## src/rtl/spi_port_pkg.sv

```systemverilog
`timescale 1ns/1ps
package spi_port_pkg;
  localparam int DATA_W = 8;
  localparam int ADDR_W = 2;

  localparam logic [ADDR_W-1:0] ADDR_CTL  = 2'd0;
  localparam logic [ADDR_W-1:0] ADDR_STAT = 2'd1;
  localparam logic [ADDR_W-1:0] ADDR_DATA = 2'd2;

  // Strobes and configuration from control to datapath
  typedef struct packed {
    logic              load;
    logic [DATA_W-1:0] txByte;
    logic              enable;
    logic              master;
    logic              cpol;
    logic              cpha;
    logic [1:0]        rate;
  } spiCmd_t;
endpackage

```

## src/rtl/spi_port_dpath.sv

```systemverilog
`timescale 1ns/1ps
module spi_port_dpath
  import spi_port_pkg::*;
#(
  parameter int DIV_R0 = 2,
  parameter int DIV_R1 = 4,
  parameter int DIV_R2 = 16,
  parameter int DIV_R3 = 32
) (
  input  logic              clk,
  input  logic              rstN,
  input  spiCmd_t           cmd,
  input  logic              sckIn,
  input  logic              mosiIn,
  input  logic              ssN,
  input  logic              misoIn,
  output logic              sckOut,
  output logic              mosiOut,
  output logic              misoOut,
  output logic              misoOe,
  output logic              busy,
  output logic              doneP,
  output logic              ssLow,
  output logic [DATA_W-1:0] rxByte
);
  localparam int HALF_MAX  = DIV_R3 / 2;
  localparam int DIVW      = $clog2(HALF_MAX) + 1;
  localparam int EDGES     = 2 * DATA_W;
  localparam int ECW       = $clog2(EDGES);
  localparam logic [ECW-1:0] LAST_EDGE = ECW'(EDGES - 1);

  logic [2:0]        sckSy;
  logic [1:0]        mosiSy;
  logic [1:0]        ssSy;
  logic [DATA_W-1:0] shreg;
  logic [DATA_W-1:0] rxReg;
  logic [DATA_W-1:0] nextSh;
  logic              outBit;
  logic              busyR;
  logic              doneR;
  logic              sckPh;
  logic [DIVW-1:0]   divCnt;
  logic [DIVW-1:0]   halfM1;
  logic [ECW-1:0]    edgeCnt;
  logic              atTerm;
  logic              mstEdge;
  logic              slvEdge;
  logic              edgeNow;
  logic              sampleNow;
  logic              rxBit;

  // Half-period length selected by the rate code (master only)
  always_comb begin
    case (cmd.rate)
      2'd0:    halfM1 = DIVW'(DIV_R0 / 2 - 1);
      2'd1:    halfM1 = DIVW'(DIV_R1 / 2 - 1);
      2'd2:    halfM1 = DIVW'(DIV_R2 / 2 - 1);
      default: halfM1 = DIVW'(DIV_R3 / 2 - 1);
    endcase
  end

  assign ssLow     = ~ssSy[1];
  assign atTerm    = divCnt >= halfM1;
  assign mstEdge   = cmd.master && busyR && atTerm;
  assign slvEdge   = !cmd.master && cmd.enable && ssLow && (sckSy[2] ^ sckSy[1]);
  assign edgeNow   = cmd.master ? mstEdge : slvEdge;
  assign sampleNow = edgeNow && (edgeCnt[0] == cmd.cpha);
  assign rxBit     = cmd.master ? misoIn : mosiSy[1];
  assign nextSh    = sampleNow ? {shreg[DATA_W-2:0], rxBit} : shreg;

  always_ff @(posedge clk or negedge rstN) begin
    if (!rstN) begin
      sckSy   <= '0;
      mosiSy  <= '0;
      ssSy    <= 2'b11;
      shreg   <= '0;
      rxReg   <= '0;
      outBit  <= 1'b0;
      busyR   <= 1'b0;
      doneR   <= 1'b0;
      sckPh   <= 1'b0;
      divCnt  <= '0;
      edgeCnt <= '0;
    end else begin
      sckSy  <= {sckSy[1:0], sckIn};
      mosiSy <= {mosiSy[0], mosiIn};
      ssSy   <= {ssSy[0], ssN};
      doneR  <= 1'b0;
      if (cmd.load) begin
        shreg   <= cmd.txByte;
        outBit  <= cmd.txByte[DATA_W-1];
        edgeCnt <= '0;
        divCnt  <= '0;
        sckPh   <= 1'b0;
        if (cmd.master) busyR <= 1'b1;
      end else begin
        if (cmd.master && busyR) divCnt <= atTerm ? '0 : divCnt + 1'b1;
        if (edgeNow) begin
          edgeCnt <= edgeCnt + 1'b1;
          busyR   <= 1'b1;
          if (cmd.master) sckPh <= ~sckPh;
          if (sampleNow) shreg  <= nextSh;
          else           outBit <= shreg[DATA_W-1];
          if (edgeCnt == LAST_EDGE) begin
            busyR   <= 1'b0;
            edgeCnt <= '0;
            doneR   <= 1'b1;
            rxReg   <= nextSh;
          end
        end
        if (!cmd.master) begin
          sckPh <= 1'b0;
          if (!ssLow) begin
            edgeCnt <= '0;
            busyR   <= 1'b0;
          end
        end
      end
    end
  end

  assign sckOut  = cmd.cpol ^ sckPh;
  assign mosiOut = outBit;
  assign misoOut = outBit;
  assign misoOe  = !cmd.master && cmd.enable && ssLow;
  assign busy    = busyR;
  assign doneP   = doneR;
  assign rxByte  = rxReg;


  sck_idle_chk: assert property (@(posedge clk) disable iff (!rstN)
    (!busyR && cmd.master) |-> (sckOut == cmd.cpol));


  done_after_busy_chk: assert property (@(posedge clk) disable iff (!rstN)
    doneR |-> $past(busyR));
endmodule

```

## src/rtl/spi_port_ctrl.sv

```systemverilog
`timescale 1ns/1ps
module spi_port_ctrl
  import spi_port_pkg::*;
(
  input  logic              clk,
  input  logic              rstN,
  input  logic [ADDR_W-1:0] busAddr,
  input  logic              busRd,
  input  logic              busWr,
  input  logic [DATA_W-1:0] busWdata,
  output logic [DATA_W-1:0] busRdata,
  output logic              irq,
  output spiCmd_t           cmd,
  input  logic              busyIn,
  input  logic              doneIn,
  input  logic              ssLowIn,
  input  logic [DATA_W-1:0] rxIn
);
  logic       ctlIe, ctlEn, ctlMstr, ctlCpol, ctlCpha;
  logic [1:0] ctlRate;
  logic       doneF, wcolF, modfF, armed;
  logic       stRd, dAcc, dWr, cWr, anyFlag, wrAllowed;
  logic       unusedWbit;

  assign unusedWbit = busWdata[5];

  assign stRd      = busRd && (busAddr == ADDR_STAT);
  assign dAcc      = (busRd || busWr) && (busAddr == ADDR_DATA);
  assign dWr       = busWr && (busAddr == ADDR_DATA);
  assign cWr       = busWr && (busAddr == ADDR_CTL);
  assign anyFlag   = doneF || wcolF || modfF;
  assign wrAllowed = !doneF || armed;

  always_comb begin
    cmd.load   = dWr && wrAllowed && !busyIn && ctlEn;
    cmd.txByte = busWdata;
    cmd.enable = ctlEn;
    cmd.master = ctlMstr;
    cmd.cpol   = ctlCpol;
    cmd.cpha   = ctlCpha;
    cmd.rate   = ctlRate;
  end

  always_ff @(posedge clk or negedge rstN) begin
    if (!rstN) begin
      ctlIe   <= 1'b0;
      ctlEn   <= 1'b0;
      ctlMstr <= 1'b0;
      ctlCpol <= 1'b0;
      ctlCpha <= 1'b0;
      ctlRate <= 2'b00;
      doneF   <= 1'b0;
      wcolF   <= 1'b0;
      modfF   <= 1'b0;
      armed   <= 1'b0;
    end else begin
      if (cWr) begin
        ctlIe   <= busWdata[7];
        ctlEn   <= busWdata[6];
        ctlMstr <= busWdata[4] && (!modfF || armed);
        ctlCpol <= busWdata[3];
        ctlCpha <= busWdata[2];
        ctlRate <= busWdata[1:0];
        if (armed) modfF <= 1'b0;
      end
      if (ctlEn && ctlMstr && ssLowIn) begin
        modfF   <= 1'b1;
        ctlMstr <= 1'b0;
      end
      if (dAcc && armed) begin
        doneF <= 1'b0;
        wcolF <= 1'b0;
        armed <= 1'b0;
      end
      if (stRd && anyFlag) armed <= 1'b1;
      if (dWr && busyIn)   wcolF <= 1'b1;
      if (doneIn)          doneF <= 1'b1;
    end
  end

  always_comb begin
    case (busAddr)
      ADDR_CTL:  busRdata = {ctlIe, ctlEn, 1'b0, ctlMstr, ctlCpol, ctlCpha, ctlRate};
      ADDR_STAT: busRdata = {doneF, wcolF, 1'b0, modfF, 4'b0000};
      ADDR_DATA: busRdata = rxIn;
      default:   busRdata = '0;
    endcase
  end

  assign irq = doneF && ctlIe;


  done_clear_chk: assert property (@(posedge clk) disable iff (!rstN)
    $fell(doneF) |-> $past(armed));


  wr_inhibit_chk: assert property (@(posedge clk) disable iff (!rstN)
    (dWr && doneF && !armed && !busyIn && ctlMstr) |=> !busyIn);


  wcol_set_chk: assert property (@(posedge clk) disable iff (!rstN)
    (dWr && busyIn) |=> wcolF);


  modf_master_chk: assert property (@(posedge clk) disable iff (!rstN)
    modfF |-> !ctlMstr);
endmodule

```

## src/rtl/spi_byte_port.sv

```systemverilog
`timescale 1ns/1ps
module spi_byte_port
  import spi_port_pkg::*;
#(
  parameter int DIV_R0 = 2,
  parameter int DIV_R1 = 4,
  parameter int DIV_R2 = 16,
  parameter int DIV_R3 = 32
) (
  input  logic              clk,
  input  logic              rstN,
  input  logic [ADDR_W-1:0] busAddr,
  input  logic              busRd,
  input  logic              busWr,
  input  logic [DATA_W-1:0] busWdata,
  output logic [DATA_W-1:0] busRdata,
  output logic              irq,
  output logic              sckOut,
  output logic              mosiOut,
  input  logic              misoIn,
  input  logic              sckIn,
  input  logic              mosiIn,
  output logic              misoOut,
  output logic              misoOe,
  input  logic              ssN
);
  spiCmd_t           cmd;
  logic              busy;
  logic              doneP;
  logic              ssLow;
  logic [DATA_W-1:0] rxByte;

  spi_port_ctrl u_ctrl (
    .clk      (clk),
    .rstN     (rstN),
    .busAddr  (busAddr),
    .busRd    (busRd),
    .busWr    (busWr),
    .busWdata (busWdata),
    .busRdata (busRdata),
    .irq      (irq),
    .cmd      (cmd),
    .busyIn   (busy),
    .doneIn   (doneP),
    .ssLowIn  (ssLow),
    .rxIn     (rxByte)
  );

  spi_port_dpath #(
    .DIV_R0 (DIV_R0),
    .DIV_R1 (DIV_R1),
    .DIV_R2 (DIV_R2),
    .DIV_R3 (DIV_R3)
  ) u_dpath (
    .clk     (clk),
    .rstN    (rstN),
    .cmd     (cmd),
    .sckIn   (sckIn),
    .mosiIn  (mosiIn),
    .ssN     (ssN),
    .misoIn  (misoIn),
    .sckOut  (sckOut),
    .mosiOut (mosiOut),
    .misoOut (misoOut),
    .misoOe  (misoOe),
    .busy    (busy),
    .doneP   (doneP),
    .ssLow   (ssLow),
    .rxByte  (rxByte)
  );
endmodule

```

## config.mk

```make
export PLATFORM = sky130hd
export DESIGN_NAME = spi_byte_port
export DESIGN_NICKNAME = d
export VERILOG_FILES = /design/src/rtl/spi_port_pkg.sv /design/src/rtl/spi_port_dpath.sv /design/src/rtl/spi_port_ctrl.sv /design/src/rtl/spi_byte_port.sv
export SDC_FILE = /design/constraint.sdc
export NUM_CORES = 1
export LEC_CHECK = 0
export ABC_AREA = 1
export BUFFER_PORTS_ARGS = -buffer_cell sky130_fd_sc_hd__buf_2
export CORE_MARGIN = 5
export CORE_UTILIZATION = 40
export CTS_BUF_LIST = sky130_fd_sc_hd__clkbuf_16
export DETAILED_ROUTE_END_ITERATION = 8
export GPL_TIMING_DRIVEN = 0
export HOLD_SLACK_MARGIN = 0.06
export SKIP_CTS_REPAIR_TIMING = 1
export SYNTH_ARGS = -nofsm -noshare
export SYNTH_HDL_FRONTEND = slang
export SYNTH_HIERARCHICAL = 1
export SYNTH_SLANG_ARGS = --single-unit
```

## constraint.sdc

```tcl
create_clock -name clk -period 1.85 [get_ports clk]
set_input_delay 0.37 -clock clk [delete_from_list [all_inputs] [get_ports clk]]
set_output_delay 0.37 -clock clk [all_outputs]
set_load 0.02 [all_outputs]
```

==> impl_summary.md, run 1 <==
Outcome
The run finished, with violations left. The checks that failed: setup timing.

STA
The share of the cycle needed by the critical path after routing is 1.08. Setup violations remaining at the end of the flow were counted as 22. Subtracting the final worst setup slack from the clock period gives ~2.0 ns. The measured slew at the worst slew-check pin is about 1.1 ns. After layout, the worst setup slack is -0.148 ns.

Setup repair after global routing could not meet its margin everywhere. Summed over all failing endpoints, the final setup total negative slack is -2.07 ns. Measured against its own limit, the worst slew margin works out to 0.299.

For this run, the top clock speed supported by timing is 0.500 GHz. The final-report hold violation count is 0. The count of final max-slew check failures is 0.

The worst clock skew is 0.00553 ns.

Worst setup path
The worst setup path is captured at a register. At the worst endpoint, the arrival time is 2.17 ns. Walking the worst path, the cells encountered are or2_4 -> ha_4 -> inv_2 -> nand2_2 -> nand3_2 -> nand2_2 -> nand2_4 -> nand2_4 -> buf_12 -> nand2_8 -> nand2_2 -> nand2_2 -> nand2_2 -> nand2_1. The largest stage delay on the critical path is between 0.3 and 0.4 ns. Among the stages of the critical path, the cell type that occurs most often is nand2_2. The logic depth of the worst setup path including buffers is 14. On the critical path the largest part of the delay comes from simple AND/OR/NAND/NOR gates.

The worst setup path is of the reg -> reg kind. The critical path contains buffers and inverters numbering 2 combined. The worst setup path is launched from a register. Data on the critical path is required at its endpoint by 2.02 ns.

Measured in cells, the most critical reg-to-reg path has a length of 14. Along the worst path, the maximum fanout reaches 8. The largest individual stage delay along the critical path comes from the cell dfrtp_1.

Worst hold path
The count of cells along the worst hold path is 1. The worst hold-check path type is in -> reg.

Cells and area
The fraction of final layout cells with drive strength greater than 1 is 0.307. In the final design database the tool counted 394 nets. The count of filler cells inserted in the layout is 602. The sequential cell area is 1180 sq um. From synthesis to final layout, the design area changed by 23.5%. Once layout is complete, the utilization of the core stands at 0.510. Summing all multi-input logic gate instances after layout gives 1260 sq um. The library cells used most frequently in the layout, excluding fill and tap cells, are 101 x nand2_1, 45 x dfrtp_1, 35 x nand3_1, 34 x inv_1, 29 x buf_2. The most common cell after layout, fill and taps aside is nand2_1. 0 antenna diodes ended up in the layout.

Power and ir drop
The worst-case IR drop observed on VDD is 0.502 mV. In this run the static leakage power is 1.72 nW. Power spread over the standard cell area amounts to 1080 nW/um^2.

Yosys
Synthesis handed over a netlist of 325 instances. The average cell area after synthesis is 8.07 sq um. The synthesized design contains 0 enable-type register cells. The fraction of registers with async set/reset is 1.00. The number of synthesized register bits is between 40 and 50. Summing every instance area after synthesis gives 2620 sq um.

Of the total synthesized cell area, the portion taken by full adders, half adders and majority gates is 0.0286. Of the total synthesized cell area, the portion taken by XOR and XNOR cells is 0.0196. The share of synthesized area spent on multiplexers is 0. Ranked by total cell area, the synthesized netlist is headed by dfrtp_1 43%, nand2_1 16%, nand3_1 7.6%, inv_1 4.9%, buf_4 4.3%. The main combinational cell family by area after synthesis is simple AND/OR/NAND/NOR gates.

The share of synthesized area in the top cell type comes to 0.430. The fraction of the mapped netlist area in compound gates is 0.0420. The number of warning messages in the yosys log is 6. The most used flip-flop cell after synthesis is dfrtp_1. When the netlist entered floorplanning its net count stood at 349. The biggest area consumer among synthesized cells is dfrtp_1. The share of the Yosys chip area taken by registers is 0.450. Of the total synthesized cell area, the portion taken by AND, OR, NAND and NOR gates is 0.341. Yosys mapped the design onto 36 distinct sky130hd cell types.

Global route
The via count of the first global-routing pass is approximately 2,000. Entering global routing, the biggest net connects 48 pins. After global routing, the most crowded layer is met2. The initial antenna violation count came to 0. Summed over all layers, the global routing overflow is 0. The first global-routing pass estimated 9.87 mm of wire.

In the global route stage, met3 resource usage came out at 0.0306. For this run, global-route usage on met2 was measured as 0.225. The global routing usage summed across all routing layers is 0.146. In the global route stage, met1 resource usage came out at 0.209.

Floorplanning
The number of cell rows is 29. The vertical die dimension is 91.0 um. The effective utilization at floorplan is 0.413. The core region is approximately 6300 sq um. 31 I/O pins were placed.

The width of the die is ~90 um. The die area is approximately 8300 sq um.

Clock tree
After clock tree synthesis, the clock-pin slew on the worst setup and hold paths is roughly 0.06 ns. The cell sitting at the root of the clock tree is a clkbuf_16. The latest clock arrival within the worst-skew pair is 0.28 ns. The clock tree buffer depth is 2. The clock sink total is 47. TritonCTS built the clock tree. In this run, CTS created clock tree buffers numbering 5. CTS built an H-tree with a depth of 2.

Detailed routing
The first TritonRoute pass finished after 4 iterations. In the routed design, unresolved DRC markers number 0. The routed wire length per instance is 13.5 um. The final wirelength is between 6 and 7 mm. The post-detailed-route count of antenna-violating nets is 0. The violation count after the first detailed-route iteration is 70. The detailed-route via count is 2,170. The ratio of routed vias to standard cells is 4.84.

Run
The number of maximum-capacitance constraint violations is 0.

Placed design
In this run the tool buffered the top-level ports with 28 buffer cells. Summed over all nets, the half-perimeter wirelength after detailed placement is 4.20 mm. The weighted congestion at the end of routability-driven global placement is 0.772.
-- sequential cells by signal, indices dropped and copies added, names as in the netlist, 2 cells and up --
signal	flops
u_dpath/rxByte	8
u_dpath/edgeCnt	4
u_dpath/shreg	8
u_dpath/sckSy	3
u_dpath/mosiSy	2
u_dpath/divCnt	5
u_ctrl/ctlRate	2
u_dpath/ssSy	2
-- cells in the mapped netlist (2+ instances only) --
cell type	count
nand2_1	110
dfrtp_1	45
nand3_1	40
inv_1	34
buf_4	15
nor2_1	15
ha_1	6
a21oi_1	5
nand2_2	5
nand3_2	5
nand2_4	4
nor2_2	4
o21ai_1	4
xor2_1	4
o21ai_0	3
buf_12	2
dfstp_2	2
nand3b_1	2
nor2_4	2
o22ai_1	2
-- routing by layer --
metal	routed length, um	part of all wire
met3	228	0.038
met2	2910	0.48
met1	2860	0.47
met5	0	0
met4	50	0.0083
-- final timing paths --
check                                       start                 to  slack (ns)
worst max-delay path            u_ctrl/ctlRate[1]   u_dpath/shreg[7]       -0.15
worst min-delay path                          ssN    u_dpath/ssSy[0]        0.18
worst max register to register  u_ctrl/ctlRate[1]   u_dpath/shreg[7]       -0.15
worst min register to register  u_dpath/mosiSy[0]  u_dpath/mosiSy[1]        0.35
max in group asynchronous                    rstN  u_dpath/rxByte[3]        0.92
min in group asynchronous                    rstN  u_dpath/mosiSy[0]        0.28
-- cells by family after synthesis --
group	after synthesis
xor gates and xnor gates	5
buffers and inverters	57
and+or+nand+nor	192
AOI/OAI and AO/OA	18
adders and majority gates	6
DFF	47
-- power by group --
part	leakage, nW	total, mW	switching, mW	internal (mW)
Combinational	1.05	1.24	0.727	0.513
Sequential	0.600	1.39	0.160	1.23
Clock	0.0762	0.854	0.366	0.489
-- area by class of cell --
type,count,area share
plain buffers,20,0.0533
clock buffers,5,0.0387
repair buffers,38,0.0773
inverters,37,0.0445
flip-flops and latches,47,0.364
multi-input cells,221,0.388
well taps,77,0.0298
clock inverters,3,0.00387
-- per-stage QoR --
stage          cell area [sq um]  worst slack [ns]  cells  hold slack, ns  power [mW]
5_1_grt                     3240            -0.239    448           0.175        3.72
3_3_place_gp                2860            -0.264    430           0.332        2.38
6_report                    3240            -0.148    448           0.185        3.48
3_5_place_dp                2860            -0.272    430           0.335        2.41
4_1_cts                     3000            -0.257    438           0.179        3.27
2_1_floorplan               2620           0.00500    325          0.0744        2.15
(Power assumes the default switching activity.)
==> run 2, diff against run 1 <==
==> constraint.sdc (replaced) <==
create_clock -name clk -period 2.3 [get_ports clk]
set_input_delay 0.46 -clock clk [delete_from_list [all_inputs] [get_ports clk]]
set_output_delay 0.46 -clock clk [all_outputs]
set_load 0.02 [all_outputs]
==> impl_summary.md, run 2 (same netlist as run 1, synthesis figures left out) <==
Clock tree
The clock-pin slew on the worst setup and hold paths was 0.06 ns (about the same). The clock root buffer is clkbuf_16. The CTS H-tree depth came to 2 (unchanged). The CTS buffer count is 5 (unchanged). The clock tree buffer depth came to 2 (unchanged). TritonCTS built the clock tree. The clock sink total came to 47 (unchanged).

The latest clock arrival within the worst-skew pair is 0.28 ns (about the same).

Global route
The pin count of the biggest net entering global routing is 48 (unchanged). The via count of the first global-routing pass is 2,116 (+3.6%). The leftover overflow at the end of global routing is 0 (unchanged). The global routing usage summed across all routing layers is 0.144 (-0.00240). The initial antenna violation count is 0 (unchanged). The first-pass GRT wire length was 9.98 mm (+1.1%).

Power and ir drop
The areal power density over the cells is 897 nW/um^2 (-17%). The static leakage power was 1.66 nW (-3.6%). The largest vdd supply drop was 0.499 mV (-0.71%).

Detailed routing
After detailed routing, no signal wire sits above met4. The ratio of routed vias to standard cells is 4.81 (-0.73%). The met2 layer wire length in the routed design is 2.52 mm (-13%). The number of remaining DRC errors is 0 (unchanged). The detailed-routed wire length on met3 came to 318 um (+39%).

The violation count after the first detailed-route iteration is 145 (+110%). The count of TritonRoute iterations in the first routing pass is 4 (unchanged). The post-detailed-route count of antenna-violating nets came to 0 (unchanged). The final wirelength is 5.64 mm (-6.8%). The routed metal-1 wirelength is 2.77 mm (-3.4%). The routed wire length per instance is 12.9 um (-4.7%).

The detailed-route via count is 2,106 (-2.9%).

STA
The final worst hold slack came to 0.277 ns (+0.0925 ns). The final-report hold violation count was 0 (unchanged). The worst slew margin relative to its limit is 0.295 (-0.00371).

The post-route setup TNS is 0 ns (+2.07 ns). The share of the cycle needed by the critical path after routing is 0.904 (-0.176). The clock period minus final worst setup slack was 2.08 ns (+0.0804 ns). Setup repair after global routing left no endpoint under its margin. The setup violation total in the final timing report was 0 (-100%). The count of final max-slew check failures is 0 (unchanged). The measured slew at the worst slew-check pin is 1.06 ns (+0.00556 ns). The worst clock skew is 0.00582 ns (+0.000288 ns). The fmax came to 0.481 GHz (-3.9%).

Worst setup path
The launch point of the worst reg-to-reg path is u_ctrl/ctlRate[0]. The data arrival time of the critical path is 2.24 ns (+0.07 ns). The type of the worst setup path is reg -> reg. The critical-path maximum fanout is 9 (+1).

The required time at the worst-slack endpoint is 2.47 ns (+0.45 ns). The sort of element at the start of the critical path is a register. The critical path goes through or2_2 -> ha_1 -> inv_1 -> nand2_1 -> nand3_1 -> nand2_2 -> nand2_4 -> nand2_4 -> nand3_2 -> clkinv_2 -> nand3_1 -> nand2_1. STA classifies the critical path endpoint as a register. The buffer and inverter count on the worst path is 2 (unchanged). The slowest stage of the critical path is the dfrtp_1 cell. The kind of cell with the highest combined delay along the critical path is simple AND/OR/NAND/NOR gates.

The largest stage delay on the critical path is 0.41 ns (+0.02 ns). In this run the worst setup path begins at u_ctrl/ctlRate[0].

Worst hold path
The worst hold-check path type is in -> reg. The startpoint of the worst hold path is ssN.

Run
The number of maximum-capacitance constraint violations was 0 (unchanged).

Floorplanning
The core region area is 6350 sq um (unchanged). The effective utilization at floorplan is 0.413 (unchanged). The I/O pin count is 31 (unchanged). The number of cell rows was 29 (unchanged). The vertical die dimension is 91.0 um (unchanged). The width of the die was 91.0 um (unchanged). The die area is 8270 sq um (unchanged).

Cells and area
The top cell types in the final layout, fill and taps aside, are 110 x nand2_1, 45 x dfrtp_1, 40 x nand3_1, 34 x inv_1, 29 x buf_2. The total inserted antenna cells was 0 (unchanged). The area added between synthesis and finish is 15.3%.

The final net count is 384 (-2.5%). The most common cell after layout, fill and taps aside is nand2_1. The fraction of final layout cells with drive strength greater than 1 came to 0.230 (-0.0774).

Outcome
The flow ran to the end, and the final reports show no timing, DRC or antenna violations.

Placed design
The weighted congestion at the end of routability-driven global placement was 0.848 (+9.8%). The detailed placer's ending HPWL was 4.16 mm (-0.89%). The number of port buffers is 28 (unchanged).
## run 2: final cells by class
class,instances,area (sq um)
multi-input combinational,221,1130
tap,77,96.3
fill,627,3330
clock buffer,5,125
timing repair buffer,28,140
sequential,47,1180
buffer,20,173
clock inverter,3,38.8
inverter,37,140
## run 2: routing by layer
layer / global-route usage / up-vias
met2: 0.230 / 41
met5: 0 / -
met1: 0.202 / 981
li1: - / 1082
met4: 0.0293 / 0
met3: 0.0298 / 2
## run 2: metrics by stage
stage	setup slack, ns	util	instances	area [sq um]	power [mW]
floorplan	0.446	-	325	2620	1.73
global placement	0.137	0.450	430	2860	1.91
detailed placement	0.117	0.450	430	2860	1.93
CTS	0.219	0.476	438	3020	2.74
global route	0.0606	0.476	438	3020	2.92
finish	0.221	0.476	438	3020	2.71
## run 2: final timing paths
check,cells past startpoint,end,slack [ns]
worst max-delay path,12,u_dpath/rxByte[0],0.22
worst min-delay path,1,u_dpath/ssSy[0],0.28
worst max register to register,12,u_dpath/rxByte[0],0.22
worst min register to register,0,u_dpath/mosiSy[1],0.35
max in group asynchronous,1,u_ctrl/ctlRate[1],1.28
min in group asynchronous,1,u_dpath/sckSy[0],0.38
## run 2: power breakdown
group / internal (mW) / switching [mW] / total (mW)
Combinational: 0.314 / 0.491 / 0.805
Clock: 0.507 / 0.295 / 0.802
Sequential: 0.987 / 0.115 / 1.10
Total: 1.81 / 0.901 / 2.71
==> run 3, diff against run 2 <==
--- a/config.mk
+++ b/config.mk
@@ -13,6 +13,7 @@
 export DETAILED_ROUTE_END_ITERATION = 8
 export GPL_TIMING_DRIVEN = 0
 export HOLD_SLACK_MARGIN = 0.06
+export REMOVE_ABC_BUFFERS = 1
 export SKIP_CTS_REPAIR_TIMING = 1
 export SYNTH_ARGS = -nofsm -noshare
 export SYNTH_HDL_FRONTEND = slang
==> impl_summary.md, run 3 (same netlist as run 1, synthesis figures left out) <==
Global route
The global routing usage summed across all routing layers is 0.140 (-0.00389). The initial antenna violation count is 0 (unchanged). The via count of the first global-routing pass is 2,023 (-4.4%). The pin count of the biggest net entering global routing is 48 (unchanged). The first-pass GRT wire length is 9.53 mm (-4.5%). The leftover overflow at the end of global routing is 0 (unchanged).

Floorplanning
The die area came to 8270 sq um (unchanged). The width of the die is 91.0 um (unchanged). The effective utilization at floorplan was 0.413 (unchanged). The core region area was 6350 sq um (unchanged). The I/O pin count was 31 (unchanged). The vertical die dimension is 91.0 um (unchanged). The number of cell rows is 29 (unchanged).

Placed design
The detailed placer's ending HPWL was 3.90 mm (-6.3%). The weighted congestion at the end of routability-driven global placement was 0.773 (-8.8%). The worst setup slack before clock tree synthesis is -1.05 ns (-1.17 ns). The number of port buffers is 30 (+7.1%).

STA
Setup repair after global routing left no endpoint under its margin. The measured slew at the worst slew-check pin is 1.07 ns (+0.0124 ns). The worst clock skew is 0.00493 ns (-0.000890 ns). The fmax is 0.471 GHz (-2.2%). The post-route setup TNS is 0 ns (unchanged). The final worst hold slack is 0.278 ns (+0.000670 ns). The count of final max-slew check failures is 0 (unchanged).

The final-report hold violation count is 0 (unchanged). The least setup slack across all paths after layout is 0.175 ns (-0.0457 ns). The worst slew margin relative to its limit was 0.287 (-0.00827). The share of the cycle needed by the critical path after routing is 0.924 (+0.0199). The clock period minus final worst setup slack is 2.12 ns (+0.0457 ns). The setup violation total in the final timing report came to 0 (unchanged).

Power and ir drop
The largest vdd supply drop is 0.379 mV (-24%). The static leakage power is 1.58 nW (-5.1%). The areal power density over the cells is 876 nW/um^2 (-2.3%).

Clock tree
The clock tree buffer depth is 2 (unchanged). The CTS buffer count is 5 (unchanged). TritonCTS built the clock tree.

The clock root buffer is clkbuf_16. The latest clock arrival within the worst-skew pair was 0.28 ns (about the same). The CTS H-tree depth is 2 (unchanged). The clock-pin slew on the worst setup and hold paths is 0.06 ns (about the same). The clock sink total is 47 (unchanged).

Cells and area
The area growth from synthesis to layout is 10.4%. The final net count is 370 (-3.6%). The most common cell after layout, fill and taps aside is nand2_1.

The fraction of final layout cells with drive strength greater than 1 is 0.202 (-0.0282). The final standard cell utilization of the core came to 0.456 (-0.0201). In the layout the commonest cells are 110 x nand2_1, 45 x dfrtp_1, 40 x nand3_1, 34 x inv_1, 30 x buf_2. The total inserted antenna cells came to 0 (unchanged).

Detailed routing
The count of TritonRoute iterations in the first routing pass is 4 (unchanged). The detailed-route via count is 2,020 (-4.1%). The final wirelength is 5.56 mm (-1.4%). The post-detailed-route count of antenna-violating nets is 0 (unchanged). The ratio of routed vias to standard cells was 4.76 (-0.92%). The number of remaining DRC errors is 0 (unchanged). The violation count after the first detailed-route iteration came to 115 (-21%).

The routed wire length per instance was 13.1 um (+1.9%).

Worst setup path
The critical-path maximum fanout is 20 (+11). The worst setup path is captured at a register. The required time at the worst-slack endpoint was 2.47 ns (about the same).

The data arrival time of the critical path was 2.29 ns (+0.05 ns). The worst setup path is of the reg -> reg kind. The sort of element at the start of the critical path is a register.

Run
The number of maximum-capacitance constraint violations came to 0 (unchanged).

Worst hold path
The worst hold-check path type is in -> reg.

Outcome
The flow ran to the end, and the final reports show no timing, DRC or antenna violations.
run 3: changes by cell type in the layout (fill, tap and decap cells not counted), sizes merged:
cell,change
clkinvlp,+1
bufinv,-1
clkbuf,-1
buf,-13
run 3: path summary, 6_finish.rpt:
kind	from	slack, ns	depth (start not counted)	endpoint
worst max-delay path	u_ctrl/ctlRate[0]	0.18	12	u_dpath/rxByte[1]
worst min-delay path	ssN	0.28	1	u_dpath/ssSy[0]
worst max register to register	u_ctrl/ctlRate[0]	0.18	12	u_dpath/rxByte[1]
worst min register to register	u_dpath/mosiSy[0]	0.34	0	u_dpath/mosiSy[1]
max in group asynchronous	rstN	1.27	1	u_ctrl/ctlCpol
min in group asynchronous	rstN	0.38	1	u_dpath/mosiSy[1]
run 3: metrics by stage:
stage                     total power, mW  cells  area [sq um]
after floorplan                      1.66    305          2450
after global placement               1.85    412          2700
after detailed placement             1.87    412          2700
after CTS                            2.56    420          2830
after global routing                 2.72    424          2890
final                                2.54    424          2890
run 3: where the power goes:
group	switching, mW	internal [mW]
clock	0.287	0.391
sequential	0.125	0.988
combinational	0.476	0.268
run 3: layout make-up:
cell class / count / area [sq um]
well taps: 77 / 96.3
repair buffers: 34 / 180
multi-input cells: 221 / 1160
fillers: 644 / 3460
inverters: 37 / 144
clock buffers: 5 / 125
clock inverters: 3 / 11.3
flip-flops and latches: 47 / 1180
run 3: metal layers:
layer | vias up | track usage | part of all wire
met2 | 40 | 0.235 | 0.48
met4 | 0 | 0.0355 | 0.0061
met1 | 919 | 0.182 | 0.48
li1 | 1057 | - | -
met5 | - | 0 | 0
met3 | 4 | 0.0322 | 0.036
run 3: worst max-delay path: stages, from the launching register on:
cell      delay (ns)
dfrtp_1         0.41
or2_2           0.30
ha_1            0.27
inv_1           0.05
nand2_1         0.04
nand3_1         0.08
nand2_2         0.08
nand2_4         0.11
nand2_8         0.13
nand3_4         0.16
clkinv_2        0.16
nand3_1         0.14
nand2_1         0.06
